<file path="src/rtl/exc_entry_pkg.sv">
package exc_entry_pkg;

    // Cause codes (the slot index is the code itself)
    localparam int CODE_RESET   = 0;
    localparam int CODE_BREAK   = 1;
    localparam int CODE_IBUS    = 2;
    localparam int CODE_WATCH   = 3;
    localparam int CODE_DBUS    = 4;
    localparam int CODE_DIVZERO = 5;
    localparam int CODE_IRQ     = 6;
    localparam int CODE_SYSCALL = 7;

    typedef enum logic [1:0] {
        CLS_ORDINARY = 2'd0,
        CLS_DEBUG    = 2'd1,
        CLS_BAD      = 2'd2
    } entry_class_e;

    typedef enum logic {
        LINK_EXC = 1'b0,
        LINK_BRK = 1'b1
    } link_target_e;

    typedef struct packed {
        logic brk_shadow;   // bit 2
        logic exc_shadow;   // bit 1
        logic global_en;    // bit 0
    } enable_state_t;

    function automatic enable_state_t enter_enable(enable_state_t cur, logic to_debug);
        enable_state_t nxt;
        nxt = cur;
        nxt.global_en = 1'b0;
        if (to_debug) nxt.brk_shadow = cur.global_en;
        else          nxt.exc_shadow = cur.global_en;
        return nxt;
    endfunction

endpackage

</file>
<file path="src/rtl/exc_cause_decode.sv">
module exc_cause_decode
    import exc_entry_pkg::*;
#(
    parameter int CAUSE_W = 4,
    parameter int IDX_W   = 3
) (
    input  logic [CAUSE_W-1:0] cause,
    output entry_class_e       cls,
    output logic [IDX_W-1:0]   slot
);
    always_comb begin
        case (cause)
            CAUSE_W'(CODE_BREAK), CAUSE_W'(CODE_WATCH):
                cls = CLS_DEBUG;
            CAUSE_W'(CODE_IBUS), CAUSE_W'(CODE_DBUS), CAUSE_W'(CODE_DIVZERO),
            CAUSE_W'(CODE_IRQ), CAUSE_W'(CODE_SYSCALL):
                cls = CLS_ORDINARY;
            default:
                cls = CLS_BAD;
        endcase
        slot = cause[IDX_W-1:0];
    end
endmodule

</file>
<file path="src/rtl/exc_vector_gen.sv">
module exc_vector_gen
    import exc_entry_pkg::*;
#(
    parameter int XLEN       = 32,
    parameter int IDX_W      = 3,
    parameter int SLOT_SHIFT = 5
) (
    input  entry_class_e     cls,
    input  logic             remap,
    input  logic [XLEN-1:0]  base_exc,
    input  logic [XLEN-1:0]  base_dbg,
    input  logic [IDX_W-1:0] slot,
    output logic [XLEN-1:0]  vector
);
    localparam int BASE_LSB = SLOT_SHIFT + IDX_W;

    logic [XLEN-1:0] base_sel;

    always_comb begin
        base_sel = (cls == CLS_DEBUG || remap) ? base_dbg : base_exc;
        vector   = {base_sel[XLEN-1:BASE_LSB], slot, {SLOT_SHIFT{1'b0}}};
    end
endmodule

</file>
<file path="src/rtl/exc_entry_ctrl.sv">
module exc_entry_ctrl
    import exc_entry_pkg::*;
#(
    parameter int XLEN       = 32,
    parameter int CAUSE_W    = 4,
    parameter int IDX_W      = 3,
    parameter int SLOT_SHIFT = 5
) (
    input  logic               clk,
    input  logic               rst,
    input  logic               req_valid,
    input  logic [CAUSE_W-1:0] req_cause,
    input  logic [XLEN-1:0]    cur_pc,
    input  logic [2:0]         cur_ie,
    input  logic [XLEN-1:0]    exc_base,
    input  logic [XLEN-1:0]    dbg_base,
    input  logic               remap_to_dbg,
    output logic               take_valid,
    output logic [XLEN-1:0]    next_pc,
    output logic [2:0]         next_ie,
    output logic               link_we,
    output logic               link_sel,
    output logic [XLEN-1:0]    link_data,
    output logic               cause_err
);
    localparam int BASE_LSB = SLOT_SHIFT + IDX_W;

    entry_class_e     cls;
    logic [IDX_W-1:0] slot;
    logic [XLEN-1:0]  vector;
    enable_state_t    ie_now;
    enable_state_t    ie_new;
    logic             is_bad;
    logic             is_dbg;

    exc_cause_decode #(.CAUSE_W(CAUSE_W), .IDX_W(IDX_W)) u_decode (
        .cause (req_cause),
        .cls   (cls),
        .slot  (slot)
    );

    exc_vector_gen #(.XLEN(XLEN), .IDX_W(IDX_W), .SLOT_SHIFT(SLOT_SHIFT)) u_vector (
        .cls      (cls),
        .remap    (remap_to_dbg),
        .base_exc (exc_base),
        .base_dbg (dbg_base),
        .slot     (slot),
        .vector   (vector)
    );

    always_comb begin
        ie_now = enable_state_t'(cur_ie);
        is_bad = (cls == CLS_BAD);
        is_dbg = (cls == CLS_DEBUG);
        ie_new = enter_enable(ie_now, is_dbg);
    end

    always_ff @(posedge clk) begin
        if (rst) begin
            take_valid <= 1'b0;
            link_we    <= 1'b0;
            cause_err  <= 1'b0;
            next_pc    <= '0;
            next_ie    <= '0;
            link_sel   <= LINK_EXC;
            link_data  <= '0;
        end else begin
            take_valid <= req_valid;
            link_we    <= req_valid && !is_bad;
            cause_err  <= req_valid && is_bad;
            if (req_valid) begin
                if (is_bad) begin
                    next_pc <= cur_pc;
                    next_ie <= cur_ie;
                end else begin
                    next_pc   <= vector;
                    next_ie   <= ie_new;
                    link_sel  <= is_dbg ? LINK_BRK : LINK_EXC;
                    link_data <= cur_pc;
                end
            end
        end
    end

    // Error result never writes a link register
    assert_err_no_write_R8: assert property (@(posedge clk) disable iff (rst)
        cause_err |-> (!link_we && take_valid));

    // Error result keeps the program counter of the request
    assert_err_keeps_pc_R8: assert property (@(posedge clk) disable iff (rst)
        cause_err |-> (next_pc == $past(cur_pc)));

    // Every accepted entry masks the global enable
    assert_entry_masks_R2: assert property (@(posedge clk) disable iff (rst)
        (take_valid && !cause_err) |-> !next_ie[0]);

    // One-cycle latency for requests
    assert_req_latency_R9: assert property (@(posedge clk) disable iff (rst)
        req_valid |=> take_valid);

    // Idle cycle produces no result
    assert_idle_quiet_R9: assert property (@(posedge clk) disable iff (rst)
        !req_valid |=> (!take_valid && !link_we && !cause_err));

    // Vector lands on a slot boundary
    assert_slot_aligned_R3: assert property (@(posedge clk) disable iff (rst)
        link_we |-> (next_pc[SLOT_SHIFT-1:0] == '0));

    // Debug entries always come from the debug base
    assert_debug_base_R7: assert property (@(posedge clk) disable iff (rst)
        (link_we && link_sel) |-> (next_pc[XLEN-1:BASE_LSB] == $past(dbg_base[XLEN-1:BASE_LSB])));

endmodule

</file>
<file path="config.mk">
export PLATFORM = sky130hd
export DESIGN_NAME = exc_entry_ctrl
export DESIGN_NICKNAME = d
export VERILOG_FILES = /design/src/rtl/exc_entry_pkg.sv /design/src/rtl/exc_cause_decode.sv /design/src/rtl/exc_vector_gen.sv /design/src/rtl/exc_entry_ctrl.sv
export SDC_FILE = /design/constraint.sdc
export NUM_CORES = 1
export LEC_CHECK = 0
export BUFFER_PORTS_ARGS = -buffer_cell sky130_fd_sc_hd__buf_2
export CAP_MARGIN = 20
export CORE_MARGIN = 3
export CORE_UTILIZATION = 40
export CTS_CLUSTER_DIAMETER = 30
export DETAILED_ROUTE_END_ITERATION = 8
export PLACE_DENSITY = 0.83
export SLEW_MARGIN = 20
export SYNTH_ARGS = -nofsm -noshare
export SYNTH_HDL_FRONTEND = slang
export SYNTH_HIERARCHICAL = 1
export SYNTH_SLANG_ARGS = --single-unit
</file>
<file path="constraint.sdc">
create_clock -name clk -period 2.85 [get_ports clk]
set_clock_uncertainty 0.05 [all_clocks]
set_input_delay 0.1425 -clock clk [delete_from_list [all_inputs] [get_ports clk]]
set_output_delay 0.1425 -clock clk [all_outputs]
set_load 0.01 [all_outputs]
</file>
==> results.sh <==
export IMPL_wl_um=9368
export IMPL_pwr_share_clk=0.362
export IMPL_hold_path_class="in -> reg"
export IMPL_postSynthCellCount=395
export IMPL_fin_nets=634
export IMPL_drv_slew=0
export IMPL_portBuffers=161
export IMPL_ys_ff_latch=71
export IMPL_critical_path_max_fanout=13
export IMPL_p_per_area_mw_per_mm2=553.0
export IMPL_ant_nets=0
export IMPL_place_gp_congestion=0.7962
export IMPL_cts_tree="done"
export IMPL_design_power_total_w=0.002419
export IMPL_cell_internal_pwr_w=0.001749
export IMPL_rsz0062_at_grt="false"
export IMPL_r2r_start="next_pc[17]"
export IMPL_hold_viol=0
export IMPL_rrSetupSlack_ns=2.02
export IMPL_synth_common_cells="dfxtp_1, nand2_1, nor2_1"
export IMPL_setup_viol=0
export IMPL_fin_util=0.5297
export IMPL_holdPathEnd="link_data[3]"
export IMPL_status="complete, no violations"
export IMPL_clkTransAtPathRegs_ns=0.08
export IMPL_clock_sinks=71
export IMPL_synth_area_per_cell_um2=8.654
export IMPL_critPathArrivalTime_ns=1.91
export IMPL_dr_pass1_iters=4
export IMPL_clk_latency_ns=0.32
export IMPL_wl_per_cell_um=14.71
export IMPL_synthDistinctLibCells=29
export IMPL_start_util=0.4139
export IMPL_grt_first_pass_wirelength_um=14970
export IMPL_synth_top_area_cell="dfxtp_1"
export IMPL_combPwrFrac=0.189
export IMPL_hpwl_um=6541
export IMPL_antenna_found_initial=0
export IMPL_min_from="cur_pc[3]"
export IMPL_r2r_end="next_pc[17]"
export IMPL_track_usage=0.1878
export IMPL_crit_path_start_kind="input pin"
export IMPL_drive_above_1_share=0.4398
export IMPL_clock_path_buffers=2
export IMPL_hold_buffers=0
export IMPL_synth_edf_count=0
export IMPL_swShare=0.2771
export IMPL_rows=33
export IMPL_design_area_mm2=0.004374
export IMPL_crit_required_ns=2.98
export IMPL_power_frac_seq=0.449
export IMPL_die_y_um=98.44
export IMPL_postCtsSetupRepairBufs=0
export IMPL_synth_seq_area_share=0.4158
export IMPL_synth_top_area_frac=0.4158
export IMPL_finalCriticalPeriod_ns=1.779
export IMPL_die_w_um=98.44
export IMPL_tns_ns=0
export IMPL_drv_cap=0
export IMPL_critPathLaunch="req_cause[0]"
export IMPL_period_share=0.6242
export IMPL_reg2reg_depth=2
export IMPL_max_freq_mhz=562.1
export IMPL_synth_area_mm2=0.003418
export IMPL_async_reset_ff_frac=0
export IMPL_slew_headroom=0.4778
export IMPL_grt_pass1_vias=3174
export IMPL_yosys_top_cells_area="dfxtp_1, a311oi_2, mux2_2, nand2_1, a21oi_1"
export IMPL_htreeDepth=3
export IMPL_numCtsBuffers=9
export IMPL_yosysMostFrequentCell="dfxtp_1"
export IMPL_cts_resized=0
export IMPL_grt_max_degree=68
export IMPL_endpoint_kind="flip-flop"
export IMPL_critPathKind="in -> reg"
export IMPL_vias=3315
export IMPL_die_area_mm2=0.009690
export IMPL_area_growth_pct=27.97
export IMPL_p_leak_nw=1.969
export IMPL_synth_flop_cell="dfxtp_1"
export IMPL_io_pins=178
export IMPL_yosysWarnings=6
export IMPL_postPlaceCellArea_mm2=0.004153
export IMPL_drc=0
export IMPL_grt_overflow=0
export IMPL_core_area_mm2=0.008258
export IMPL_whs_ns=0.03043
export IMPL_p_sw_w=0.0006704
export IMPL_drt_iter0_drc=108
export IMPL_antenna_cells=0
export IMPL_worstMarginPinSlew_ns=0.7833
export IMPL_via_per_inst=5.204
export IMPL_holdPathStages=3
export IMPL_cts_root_buffer="clkbuf_8"
export IMPL_vdd_drop_max_uv=378.7
-- kinds of logic after synthesis --
group           count (synthesis)  share of synthesized area
simple gates                  143                     0.1768
mux                            25                    0.08199
compound gates                103                     0.2383
buf+inv                        52                    0.08602
other cells                     1                   0.001097
flops                          71                     0.4158
-- layout by cell type (no fill, tap or decap) --
cell,synthesis,routed
buf_2,13,160
dfxtp_1,71,71
nand2_1,65,65
nor2_1,36,36
nand3_1,34,34
a21oi_1,34,34
a311oi_2,25,25
mux2_2,23,23
o21ai_0,19,19
o21ai_1,14,14
clkbuf_8,0,9
a311oi_1,8,8
conb_1,1,5
buf_4,12,4
nand2b_1,2,2
inv_1,2,2
clkinvlp_4,0,2
bufinv_16,0,2
buf_12,0,2
and2b_4,0,1
nand2b_2,1,1
a21bo_1,1,1
inv_2,1,1
mux2i_1,1,1
a211oi_1,1,1
or2_2,1,1
inv_6,0,1
clkinv_4,0,1
clkbuf_1,19,1
nor3b_1,1,1
nor3_1,1,1
or2_1,1,1
a21oi_4,1,1
mux2_1,1,1
-- stage by stage --
| stage | setup slack (ns) | std cells |
|---|---|---|
| finish | 1.071 | 637 |
| global route | 0.8848 | 637 |
| CTS | 1.020 | 637 |
| detailed placement | 0.6772 | 621 |
| global placement | 0.7403 | 621 |
| floorplan | 1.289 | 399 |
-- layer usage --
metal,GRT usage,vias to the layer above,share of wire
met1,0.2331,1557,0.44
li1,-,1640,-
met5,0,-,0
met4,0.04517,0,0.0092
met3,0.06086,8,0.070
met2,0.3172,110,0.48
-- flip-flops by register name (all words and copies together) (netlist names) --
register    flops
link_sel        1
next_pc        32
link_we         1
next_ie         3
link_data      32
take_valid      1
cause_err       1
-- how the worst max path moves through the flow --
stage                              to  cells after the start
after global routing      next_pc[29]                      9
final                     next_pc[27]                      9
after floorplan           next_pc[10]                      8
after CTS                 next_pc[17]                      6
after detailed placement  next_pc[17]                      6
after global placement    next_pc[11]                      6
-- cell type report --
class / instances / area [µm²]
Timing Repair Buffer: 166 / 870.8
Sequential cell: 71 / 1421
Multi-Input combinational cell: 276 / 1719
Clock inverter: 6 / 92.59
Tap cell: 105 / 131.4
Fill cell: 780 / 3884
Clock buffer: 10 / 127.6
Inverter: 3 / 11.26
-- power groups by stage --
stage / sequential, W / clock [W] / combinational [W]
after floorplan: 0.00114 / 0 / 0.000267
after global placement: 0.00110 / 0 / 0.000448
after detailed placement: 0.00111 / 0 / 0.000459
after CTS: 0.00109 / 0.000906 / 0.000460
after global routing: 0.00109 / 0.000950 / 0.000504
final: 0.00109 / 0.000876 / 0.000458
-- worst max-delay path: stages --
cell	delay, ns
buf_2	0.11
nor3_1	0.16
or2_1	0.18
inv_1	0.08
a21oi_4	0.39
buf_4	0.32
mux2_2	0.36
nand2_1	0.07
a311oi_2	0.09
No activity file was read; power rests on OpenSTA's default activity.
